`config.mk`:
```
export PLATFORM = sky130hd
export DESIGN_NAME = csdec_top
export DESIGN_NICKNAME = d
export VERILOG_FILES = /design/src/rtl/csdec_pkg.sv /design/src/rtl/csdec_regs.sv /design/src/rtl/csdec_match.sv /design/src/rtl/csdec_ack.sv /design/src/rtl/csdec_top.sv
export SDC_FILE = /design/constraint.sdc
export NUM_CORES = 1
export LEC_CHECK = 0
export ABC_AREA = 1
export BUFFER_PORTS_ARGS = -buffer_cell sky130_fd_sc_hd__buf_2
export CORE_MARGIN = 2
export CORE_UTILIZATION = 50
export CTS_CLUSTER_DIAMETER = 80
export DETAILED_ROUTE_END_ITERATION = 10
export HOLD_SLACK_MARGIN = 0.06
export PLACE_DENSITY = 0.77
export SLEW_MARGIN = 30
export SYNTH_ARGS = -nofsm -noshare
export SYNTH_HDL_FRONTEND = slang
export SYNTH_HIERARCHICAL = 1
export SYNTH_SLANG_ARGS = --single-unit
```
`constraint.sdc`:
```
create_clock -name clk -period 3 [get_ports clk]
set_clock_uncertainty 0.1 [all_clocks]
set_input_delay 0 -clock clk [delete_from_list [all_inputs] [get_ports clk]]
set_output_delay 0 -clock clk [all_outputs]
set_load 0.02 [all_outputs]
```
`src/rtl/csdec_pkg.sv`:
```
package csdec_pkg;

    localparam int ADDR_W = 24;
    localparam int BASE_LSB = 11;
    localparam int TAG_W = ADDR_W - BASE_LSB;

    typedef struct packed {
        logic       sync_mode;
        logic [1:0] lanes;
        logic [1:0] dir;
        logic       ds_strobe;
        logic [3:0] timing;
        logic [1:0] space;
        logic [2:0] ipl;
        logic       avec;
    } opt_t;

    typedef struct packed {
        logic              as_;
        logic              ds;
        logic [ADDR_W-1:0] addr;
        logic              rd;
        logic              upper;
        logic              lower;
        logic              sup;
        logic              cpu;
    } bus_t;

    localparam logic [3:0] TM_FAST = 4'd14;
    localparam logic [3:0] TM_EXT  = 4'd15;

    // Compare mask over address bits 23..11 for a block-size code
    function automatic logic [TAG_W-1:0] size_mask(input logic [2:0] code);
        int ign;
        case (code)
            3'd0: ign = 0;
            3'd1: ign = 2;
            3'd2: ign = 3;
            3'd3: ign = 5;
            3'd4: ign = 6;
            3'd5: ign = 7;
            3'd6: ign = 8;
            default: ign = 9;
        endcase
        size_mask = {TAG_W{1'b1}} << ign;
    endfunction

endpackage

```
`src/rtl/csdec_regs.sv`:
```
module csdec_regs
    import csdec_pkg::*;
#(
    parameter int NUM_SEL = 4,
    parameter int REG_AW  = 4
) (
    input  logic                      clk,
    input  logic                      rst,
    input  logic                      we,
    input  logic [REG_AW-1:0]         waddr,
    input  logic [15:0]               wdata,
    output logic [1:0][15:0]          pin_q,
    output logic [NUM_SEL-1:0][15:0]  base_q,
    output opt_t [NUM_SEL-1:0]        opt_q
);

    always_ff @(posedge clk) begin
        if (rst) begin
            pin_q <= '0;
        end else if (we) begin
            if (waddr == REG_AW'(0)) pin_q[0] <= wdata;
            if (waddr == REG_AW'(1)) pin_q[1] <= wdata;
        end
    end

    for (genvar k = 0; k < NUM_SEL; k++) begin : g_sel
        always_ff @(posedge clk) begin
            if (rst) begin
                base_q[k] <= '0;
                opt_q[k]  <= '0;
            end else if (we) begin
                if (waddr == REG_AW'(2 + 2 * k)) base_q[k] <= wdata;
                if (waddr == REG_AW'(3 + 2 * k)) opt_q[k]  <= opt_t'(wdata);
            end
        end
    end

    assert_reset_zero_R1: assert property (@(posedge clk) disable iff (rst)
        $past(rst) |-> (pin_q == '0 && base_q == '0 && opt_q == '0));

endmodule

```
`src/rtl/csdec_match.sv`:
```
module csdec_match
    import csdec_pkg::*;
(
    input  logic        clk,
    input  logic        rst,
    input  logic [15:0] base,
    input  opt_t        opt,
    input  logic [1:0]  role,
    input  bus_t        bus,
    output logic        hit,
    output logic        cs
);

    logic tag_ok, lane_ok, dir_ok, space_ok, ipl_ok, cond, cs_q;

    always_comb begin
        tag_ok  = ((bus.addr[ADDR_W-1:BASE_LSB] ^ base[15:3]) & size_mask(base[2:0])) == '0;
        lane_ok = (opt.lanes[1] & bus.upper) | (opt.lanes[0] & bus.lower);
        dir_ok  = bus.rd ? opt.dir[0] : opt.dir[1];
        ipl_ok  = (opt.ipl == 3'd0) || (opt.ipl == bus.addr[3:1]);
        if (bus.cpu) space_ok = (opt.space == 2'b00) && ipl_ok;
        else         space_ok = tag_ok && (bus.sup ? opt.space[1] : opt.space[0]);
        hit  = bus.as_ && role[1] && lane_ok && dir_ok && space_ok;
        cond = hit && (!opt.ds_strobe || bus.ds);
    end

    always_ff @(posedge clk) begin
        if (rst) cs_q <= 1'b0;
        else     cs_q <= cond;
    end

    assign cs = opt.sync_mode ? cs_q : cond;

    assert_lane_gate_R3: assert property (@(posedge clk) disable iff (rst)
        (cs && !opt.sync_mode) |-> (opt.lanes != 2'b00 && opt.dir != 2'b00));
    assert_role_gate_R9: assert property (@(posedge clk) disable iff (rst)
        (cs && !opt.sync_mode) |-> role[1]);
    assert_ds_follow_R6: assert property (@(posedge clk) disable iff (rst)
        (cs && !opt.sync_mode && opt.ds_strobe) |-> (bus.ds && bus.as_));
    assert_sync_delay_R11: assert property (@(posedge clk) disable iff (rst)
        (opt.sync_mode && $rose(cs)) |-> $past(bus.as_));

endmodule

```
`src/rtl/csdec_ack.sv`:
```
module csdec_ack
    import csdec_pkg::*;
#(
    parameter int NUM_SEL = 4
) (
    input  logic                clk,
    input  logic                rst,
    input  logic                bus_as,
    input  logic [NUM_SEL-1:0]  hit,
    input  opt_t [NUM_SEL-1:0]  opt,
    input  logic [NUM_SEL-1:0]  wide_port,
    output logic                ack,
    output logic                ack_wide
);

    localparam int IDX_W = (NUM_SEL > 1) ? $clog2(NUM_SEL) : 1;

    logic [3:0]       cnt;
    logic [IDX_W-1:0] win;
    logic [3:0]       tm;

    always_ff @(posedge clk) begin
        if (rst || !bus_as)     cnt <= '0;
        else if (cnt != 4'hF)   cnt <= cnt + 4'd1;
    end

    always_comb begin
        win = '0;
        for (int k = NUM_SEL - 1; k >= 0; k--)
            if (hit[k]) win = IDX_W'(k);
        tm       = opt[win].timing;
        ack      = bus_as && (|hit) && (tm != TM_EXT) && (tm == TM_FAST || cnt > tm);
        ack_wide = ack && wide_port[win];
    end

    assert_ack_strobe_R7: assert property (@(posedge clk) disable iff (rst)
        ack |-> bus_as);
    assert_ack_hold_R7: assert property (@(posedge clk) disable iff (rst)
        ($past(ack) && $past(bus_as) && bus_as && $stable(win) && $stable(hit)
         && $stable(opt)) |-> ack);
    assert_no_match_R13: assert property (@(posedge clk) disable iff (rst)
        (hit == '0) |-> !ack);

endmodule

```
`src/rtl/csdec_top.sv`:
```
module csdec_top
    import csdec_pkg::*;
#(
    parameter int NUM_SEL = 4,
    localparam int REG_AW = $clog2(2 + 2 * NUM_SEL)
) (
    input  logic               clk,
    input  logic               rst,
    input  logic               reg_we,
    input  logic [REG_AW-1:0]  reg_addr,
    input  logic [15:0]        reg_wdata,
    input  logic               bus_as,
    input  logic               bus_ds,
    input  logic [23:0]        bus_addr,
    input  logic               bus_read,
    input  logic               bus_upper,
    input  logic               bus_lower,
    input  logic               bus_super,
    input  logic               bus_cpu,
    output logic [NUM_SEL-1:0] cs,
    output logic               ack,
    output logic               ack_wide,
    output logic               avec
);

    logic [1:0][15:0]         pin_q;
    logic [NUM_SEL-1:0][15:0] base_q;
    opt_t [NUM_SEL-1:0]       opt_q;
    logic [NUM_SEL-1:0]       hit;
    logic [NUM_SEL-1:0]       wide_port;
    logic [NUM_SEL-1:0]       av_req;
    bus_t                     bus;

    assign bus = '{as_: bus_as, ds: bus_ds, addr: bus_addr, rd: bus_read,
                   upper: bus_upper, lower: bus_lower, sup: bus_super, cpu: bus_cpu};

    csdec_regs #(.NUM_SEL(NUM_SEL), .REG_AW(REG_AW)) u_regs (
        .clk(clk), .rst(rst), .we(reg_we), .waddr(reg_addr), .wdata(reg_wdata),
        .pin_q(pin_q), .base_q(base_q), .opt_q(opt_q)
    );

    for (genvar k = 0; k < NUM_SEL; k++) begin : g_unit
        logic [1:0] role;
        assign role         = pin_q[k / 8][2 * (k % 8) +: 2];
        assign wide_port[k] = role[0];
        assign av_req[k]    = hit[k] && bus_cpu && opt_q[k].avec;
        csdec_match u_match (
            .clk(clk), .rst(rst), .base(base_q[k]), .opt(opt_q[k]),
            .role(role), .bus(bus), .hit(hit[k]), .cs(cs[k])
        );
    end

    assign avec = |av_req;

    csdec_ack #(.NUM_SEL(NUM_SEL)) u_ack (
        .clk(clk), .rst(rst), .bus_as(bus_as), .hit(hit), .opt(opt_q),
        .wide_port(wide_port), .ack(ack), .ack_wide(ack_wide)
    );

    assert_avec_cpu_R12: assert property (@(posedge clk) disable iff (rst)
        avec |-> (bus_cpu && bus_as));

endmodule

```
# ---- Yosys cells after proc, flatten, opt, wreduce, memory -nomap -nowiden
# Index checks and enable logic that the tools add are counted.
dict set report word_totals {
  out_inout_bits 7
  latchBits 0
  mem_count 0
  ff_bits 144
  ramBits 0
  mem_bits_ro 0
  input_bits 54
  elab_cells 219
}
dict set report op_classes {
  shift 4
  eq_ne 39
  reduce_logical 83
  mux 28
  add_sub_neg 1
  bitwise 20
  n_mul 0
  order_cmp 2
  n_div 0
}
# operator n
set op_table {}
lappend op_table {{$pmux W4 S7} 4}
lappend op_table {{$and A13 B13 Y13} 4}
lappend op_table {{$logic_not A13 Y1} 4}
lappend op_table {{$shl A13 B4 Y13 const A} 4}
lappend op_table {{$xor A13 B13 Y13} 4}
lappend op_table {{$logic_and A1 B1 Y1} 40}
lappend op_table {{$eq A3 B3 Y1 const B} 12}
lappend op_table {{$bmux W16 S2} 1}
lappend op_table {{$eq A3 B2 Y1 const B} 8}
lappend op_table {{$logic_not A3 Y1} 8}
lappend op_table {{$reduce_and A2 Y1} 9}
lappend op_table {{$mux W1} 17}
lappend op_table {{$eq A4 B3 Y1 const B} 4}
lappend op_table {{$eq A3 B1 Y1 const B} 4}
lappend op_table {{$eq A3 B3 Y1} 4}
lappend op_table {{$eq A4 B4 Y1 const B} 3}
lappend op_table {{$logic_or A1 B1 Y1} 10}
lappend op_table {{$mux W10} 1}
lappend op_table {{$and A1 B1 Y1} 8}
lappend op_table {{$eq A4 B2 Y1 const B} 2}
lappend op_table {{$logic_not A2 Y1} 4}
lappend op_table {{$mux W2} 4}
lappend op_table {{$ne A4 B4 Y1 const B} 2}
lappend op_table {{$reduce_or A4 Y1} 2}
lappend op_table {{7 further kinds} 14}

# ---- Longest topological paths before layout
dict set report depth {
  ltp_word 18
  mapped_depth 26
  ltp_nobuf 25
}

# ---- Modules after synthesis
# Netlist, hierarchy kept.
# mod instances seq_area_each_um2 cells_each area_per_inst_um2
set modules_own_cells {}
lappend modules_own_cells {csdec_regs 1 3203.1 942 6471.2}
lappend modules_own_cells {csdec_match 4 20.0 118 520.5}
lappend modules_own_cells {csdec_ack 1 80.1 126 755.7}
lappend modules_own_cells {csdec_top 1 0.0 9 38.8}

# ---- Worst setup path after synthesis
# No wires, ideal clock.
dict set report synth_timing {
  path_type {flip-flop to output port}
  start {register u_regs/opt_q[37] (netlist name)}
  end {output port ack_wide}
  t_arrival_ns 2.503
  slack_ns 0.397
  stages_incl_launch_ff 26
  path_cell_list {dfxtp_1 -> inv_1 -> nand2_1 -> nand2_1 -> nor2_1 -> nand3_1 -> nor2_1 -> nand3_1 -> nand2_2 -> and2_1 -> inv_1 -> nand2_2 -> nand2_4 -> nand2_8 -> buf_8 -> nand2_1 -> nand3_1 -> nand2_1 -> ha_1 -> nand2_1 -> inv_1 -> o21ai_0 -> a32o_1 -> nand2_1 -> nand2_2 -> nor2_2}
}
dict set report synth_between {
  elab_chain_len 13
}
# element line
set synth_lines {}
lappend synth_lines {{$mux W1 or $logic_not A2 Y1 (tied branches)} {csdec_match.sv:22, csdec_match.sv:21}}
lappend synth_lines {{$logic_and A1 B1 Y1, on equally long branches} {csdec_match.sv:22, csdec_match.sv:21}}
lappend synth_lines {{$mux W1 (*)} csdec_match.sv:21} ;# if (bus.cpu) space_ok = (opt.space == 2'b00) && ipl_ok;
lappend synth_lines {{$logic_and A1 B1 Y1 (*)} csdec_match.sv:23} ;# hit = bus.as_ && role[1] && lane_ok && dir_ok && space_ok;
lappend synth_lines {{net hit[2]} csdec_top.sv:29} ;# logic [NUM_SEL-1:0] hit;
lappend synth_lines {{$mux W2 (3 in series)} csdec_ack.sv:30} ;# if (hit[k]) win = IDX_W'(k);
lappend synth_lines {{$bmux W16 S2} csdec_ack.sv:31} ;# tm = opt[win].timing;
lappend synth_lines {{$mux W10 (implied by the code)} csdec_ack.sv:31}
lappend synth_lines {{$gt A4 B4 Y1, or another cell as far along} csdec_ack.sv:32} ;# ack = bus_as && (|hit) && (tm != TM_EXT) && (tm == TM_FAST || cnt > tm);
lappend synth_lines {{$logic_or A1 B1 Y1 or $logic_and A1 B1 Y1 (tied branches)} csdec_ack.sv:32}
lappend synth_lines {{$logic_and A1 B1 Y1} csdec_ack.sv:32}
lappend synth_lines {{$logic_and A1 B1 Y1 (*)} csdec_ack.sv:33} ;# ack_wide = ack && wide_port[win];
lappend synth_lines {{end: declaration} csdec_top.sv:22} ;# output logic ack_wide,
# The timed path passes the listed nets; every way through them passes the cells marked *. The select of a mux whose other input is x is not followed.

# ---- Final worst setup path
dict set report layout_timing {
  start {register u_regs/base_q[4] (netlist name)}
  end {output port ack_wide}
}
dict set report layout_between {
  elab_chain_len 13
}
# element line
set layout_lines {}
lappend layout_lines {{start: declaration} csdec_regs.sv:13} ;# output logic [NUM_SEL-1:0][15:0] base_q,
lappend layout_lines {{start signal: indexed assignment} csdec_regs.sv:32} ;# if (waddr == REG_AW'(2 + 2 * k)) base_q[k] <= wdata;
lappend layout_lines {{$xor A13 B13 Y13 (*)} csdec_match.sv:17} ;# tag_ok = ((bus.addr[ADDR_W-1:BASE_LSB] ^ base[15:3]) & size_mask(base[2:0])) == '0;
lappend layout_lines {{$and A13 B13 Y13 (*)} csdec_match.sv:17}
lappend layout_lines {{$logic_not A13 Y1 (*)} csdec_match.sv:17}
lappend layout_lines {{$logic_and A1 B1 Y1 (*)} csdec_match.sv:22} ;# else space_ok = tag_ok && (bus.sup ? opt.space[1] : opt.space[0]);
lappend layout_lines {{$mux W1 (*)} csdec_match.sv:21}
lappend layout_lines {{$logic_and A1 B1 Y1 (*)} csdec_match.sv:23}
lappend layout_lines {{net hit[0]} csdec_top.sv:29}
lappend layout_lines {{$mux W2} csdec_ack.sv:30}
lappend layout_lines {{$bmux W16 S2} csdec_ack.sv:31}
lappend layout_lines {{$mux W10 (implied by the code)} csdec_ack.sv:31}
lappend layout_lines {{$gt A4 B4 Y1, or another cell as far along} csdec_ack.sv:32}
lappend layout_lines {{$logic_or A1 B1 Y1 or $logic_and A1 B1 Y1 (tied branches)} csdec_ack.sv:32}
lappend layout_lines {{$logic_and A1 B1 Y1} csdec_ack.sv:32}
lappend layout_lines {{$logic_and A1 B1 Y1 (*)} csdec_ack.sv:33}
# Marked as above.

==> results by group <==
Pwr
  – Psw: 1.18 mW
  – Sequential share of power: 0.452
  – Combinational share of power: 0.122
  – Pint: 3.21 mW
  – Leak: 4.78 nW
  – PD cells: 441 nW/um2
  – Clock network power share: 0.426
  – Maximum vdd drop: 0.411 mV
  – Switching Share: 0.269

Routing
  – Avg Vias per Cell: 5.08
  – Drt wl/cell: 13.8 um
  – DRT Pass-1 Iters: 5
  – Via count: 8732
  – ANT nets after route: 0
  – Final wirelength: 23800 um
  – DRC viols: 0
  – 1st-iter DRT viols: 680

Clocking
  – CTS Buf Count: 17
  – Clock Latency Late Sink: 0.43 ns
  – Clock root cell: clkbuf_16
  – CTS H-Tree Depth: 4
  – Clock transition at path regs: 0.06 ns
  – Clock buffer depth: 2
  – CTS sink count: 144
  – CTS tree: built

Worst setup path
  – Req. time, crit path: 2.90 ns
  – WS Path Type: reg -> out
  – Top cell family by delay on the critical path: simple AND/OR/NAND/NOR gates
  – Worst setup SP type: flip-flop
  – Crit-path max FO: 8
  – Critical Path AT: 3.25 ns
  – CP dominant cell by count: nand2_1
  – Slowest-stage cell, CP: dfxtp_1
  – Crit end category: primary output
  – CP Buf/Inv Count: 5
  – Max stage delay on crit path: 0.34 ns

Floorplanning
  – DIE HEIGHT: 134 um
  – Row cnt: 47
  – Core area: 16500 um2
  – Die area: 17900 um2
  – Die Wd: 134 um
  – Starting Density: 0.509
  – Number of I/O pins: 61

GRT
  – Pin count of the biggest net entering global routing: 65
  – GRT Util Overall: 0.268
  – Initial antenna violation count: 0
  – Vias in the first global route: 7853
  – Total global routing overflow: 0
  – First-pass GRT wire length: 38100 um

STA
  – Final min period: 3.35 ns
  – Slew Limit Fails: 0
  – Setup ws final: -0.348 ns
  – Endpoints failing setup: 2
  – Slew margin rel.: 0.475
  – Max Clock Freq: 0.299 GHz
  – Worst Tran Pin Value: 0.785 ns
  – Hold Slack: 0.105 ns
  – Final Hold Viols: 0
  – Period utilisation layout: 1.12
  – Unrepaired setup endpoints after global routing: true
  – Setup TNS: -0.623 ns

Finish
  – Cell area after layout: 9970 um2
  – Layout cell share with drive strength beyond 1: 0.154
  – Multi-input gate area: 4630 um2
  – Reg area: 2920 um2
  – Antenna diodes: 0
  – Area Overhead vs Synth: 18.5%
  – # fillers: 1580
  – Final Net Count: 1547

Synth
  – Cells after Synth: 1416
  – Cell Area, Synth: 8410 um2
  – Synth Net Count: 1475
  – Ys Warns: 6
  – Avg Cell Area, Syn: 5.94 um2

Run
  – Max_cap viols: 0

Place
  – Gpl congestion: 0.879
  – Port bufs: 52
  – Dpl cell area: 8800 um2
  – DP Wirelength: 14900 um
  – Place WS: -0.0908 ns

Status
  – Status: finished, violations left
  – Failing checks: negative setup slack

Hold path
  – Worst hold path class: in -> reg
==> power by group through the flow <==
| stage | logic [mW] | registers (mW) | clock network [mW] |
|---|---|---|---|
| 2_1_floorplan | 0.322 | 2.02 | 0 |
| 3_3_place_gp | 0.474 | 2.02 | 0 |
| 3_5_place_dp | 0.482 | 2.03 | 0 |
| 4_1_cts | 0.515 | 1.99 | 1.89 |
| 5_1_grt | 0.603 | 1.99 | 1.97 |
| 6_report | 0.538 | 1.99 | 1.87 |
==> final cells by class <==
class,count,share of cell area
sequential,144,0.292
multi-input combinational,1000,0.464
inverter,209,0.0808
tap,220,0.0276
clock inverter,7,0.00402
clock buffer,22,0.0466
timing repair buffer,116,0.0845
==> through the flow <==
stage	util	instances	power, mW
after global routing	0.603	1718	4.57
after floorplan	-	1416	2.34
after detailed placement	0.533	1643	2.51
after CTS	0.593	1711	4.39
after global placement	0.533	1643	2.50
final	0.603	1718	4.40
==> per-layer routing <==
metal	wire, um	part of all wire	vias up	track usage
met4	698	0.029	0	0.105
met5	0	0	-	0
li1	-	-	4442	-
met3	1550	0.065	63	0.0544
met1	10200	0.43	3898	0.339
met2	11300	0.48	329	0.447
==> state kept, by name, summed over array words and instances, names as in the netlist <==
signal	count
u_ack/cnt	4
u_regs/pin_q	8
u_regs/opt_q	64
u_regs/base_q	64
g_unit.u_match/cs_q	4
==> placed cells by master, fill, tap and decap left out, types with 5 or more instances in the layout <==
cell type / instances
nor2_2: 18
inv_2: 5
nand3_2: 16
nor2_1: 276
dfxtp_2: 26
dlygate4sd3_1: 24
a21oi_1: 35
buf_4: 37
o21ai_0: 8
clkinv_2: 6
nand2_2: 17
nand4_1: 57
nor2_4: 7
dfxtp_1: 118
clkbuf_16: 17
xnor2_1: 8
nand2_1: 438
buf_2: 50
nand3_1: 82
inv_1: 199
==> final timing paths <==
check                                        from                     end  slack [ns]  depth (start not counted)
worst max-delay path             u_regs/base_q[4]                ack_wide       -0.35                         25
worst min-delay path                     bus_read  g_unit[1].u_match/cs_q        0.11                          6
worst max register to register  u_regs/base_q[15]  g_unit[0].u_match/cs_q        0.93                         13
worst min register to register   u_regs/opt_q[44]        u_regs/opt_q[44]        0.38                          2
==> worst reg2reg max path: stages (launching register included) <==
cell           delay [ns]
dfxtp_2              0.33
inv_1                0.04
nand2_1              0.04
nand2_1              0.06
nor2_2               0.14
nand3_1              0.09
nor2_1               0.13
nand3_2              0.11
nand2_2              0.09
buf_4                0.11
buf_4                0.10
nand3_2              0.04
dlygate4sd3_1        0.57
nor2_2               0.07
==> what timing repair did <==
item,4_1_cts,5_1_grt
gates resized for setup,43,40
setup buffers,13,7
setup endpoints to repair,2,2
gates cloned,2,0
hold buffers,24,0
endpoints found under the hold margin,142,0
pin swaps,22,27
No activity file was read; power rests on OpenSTA's default activity.
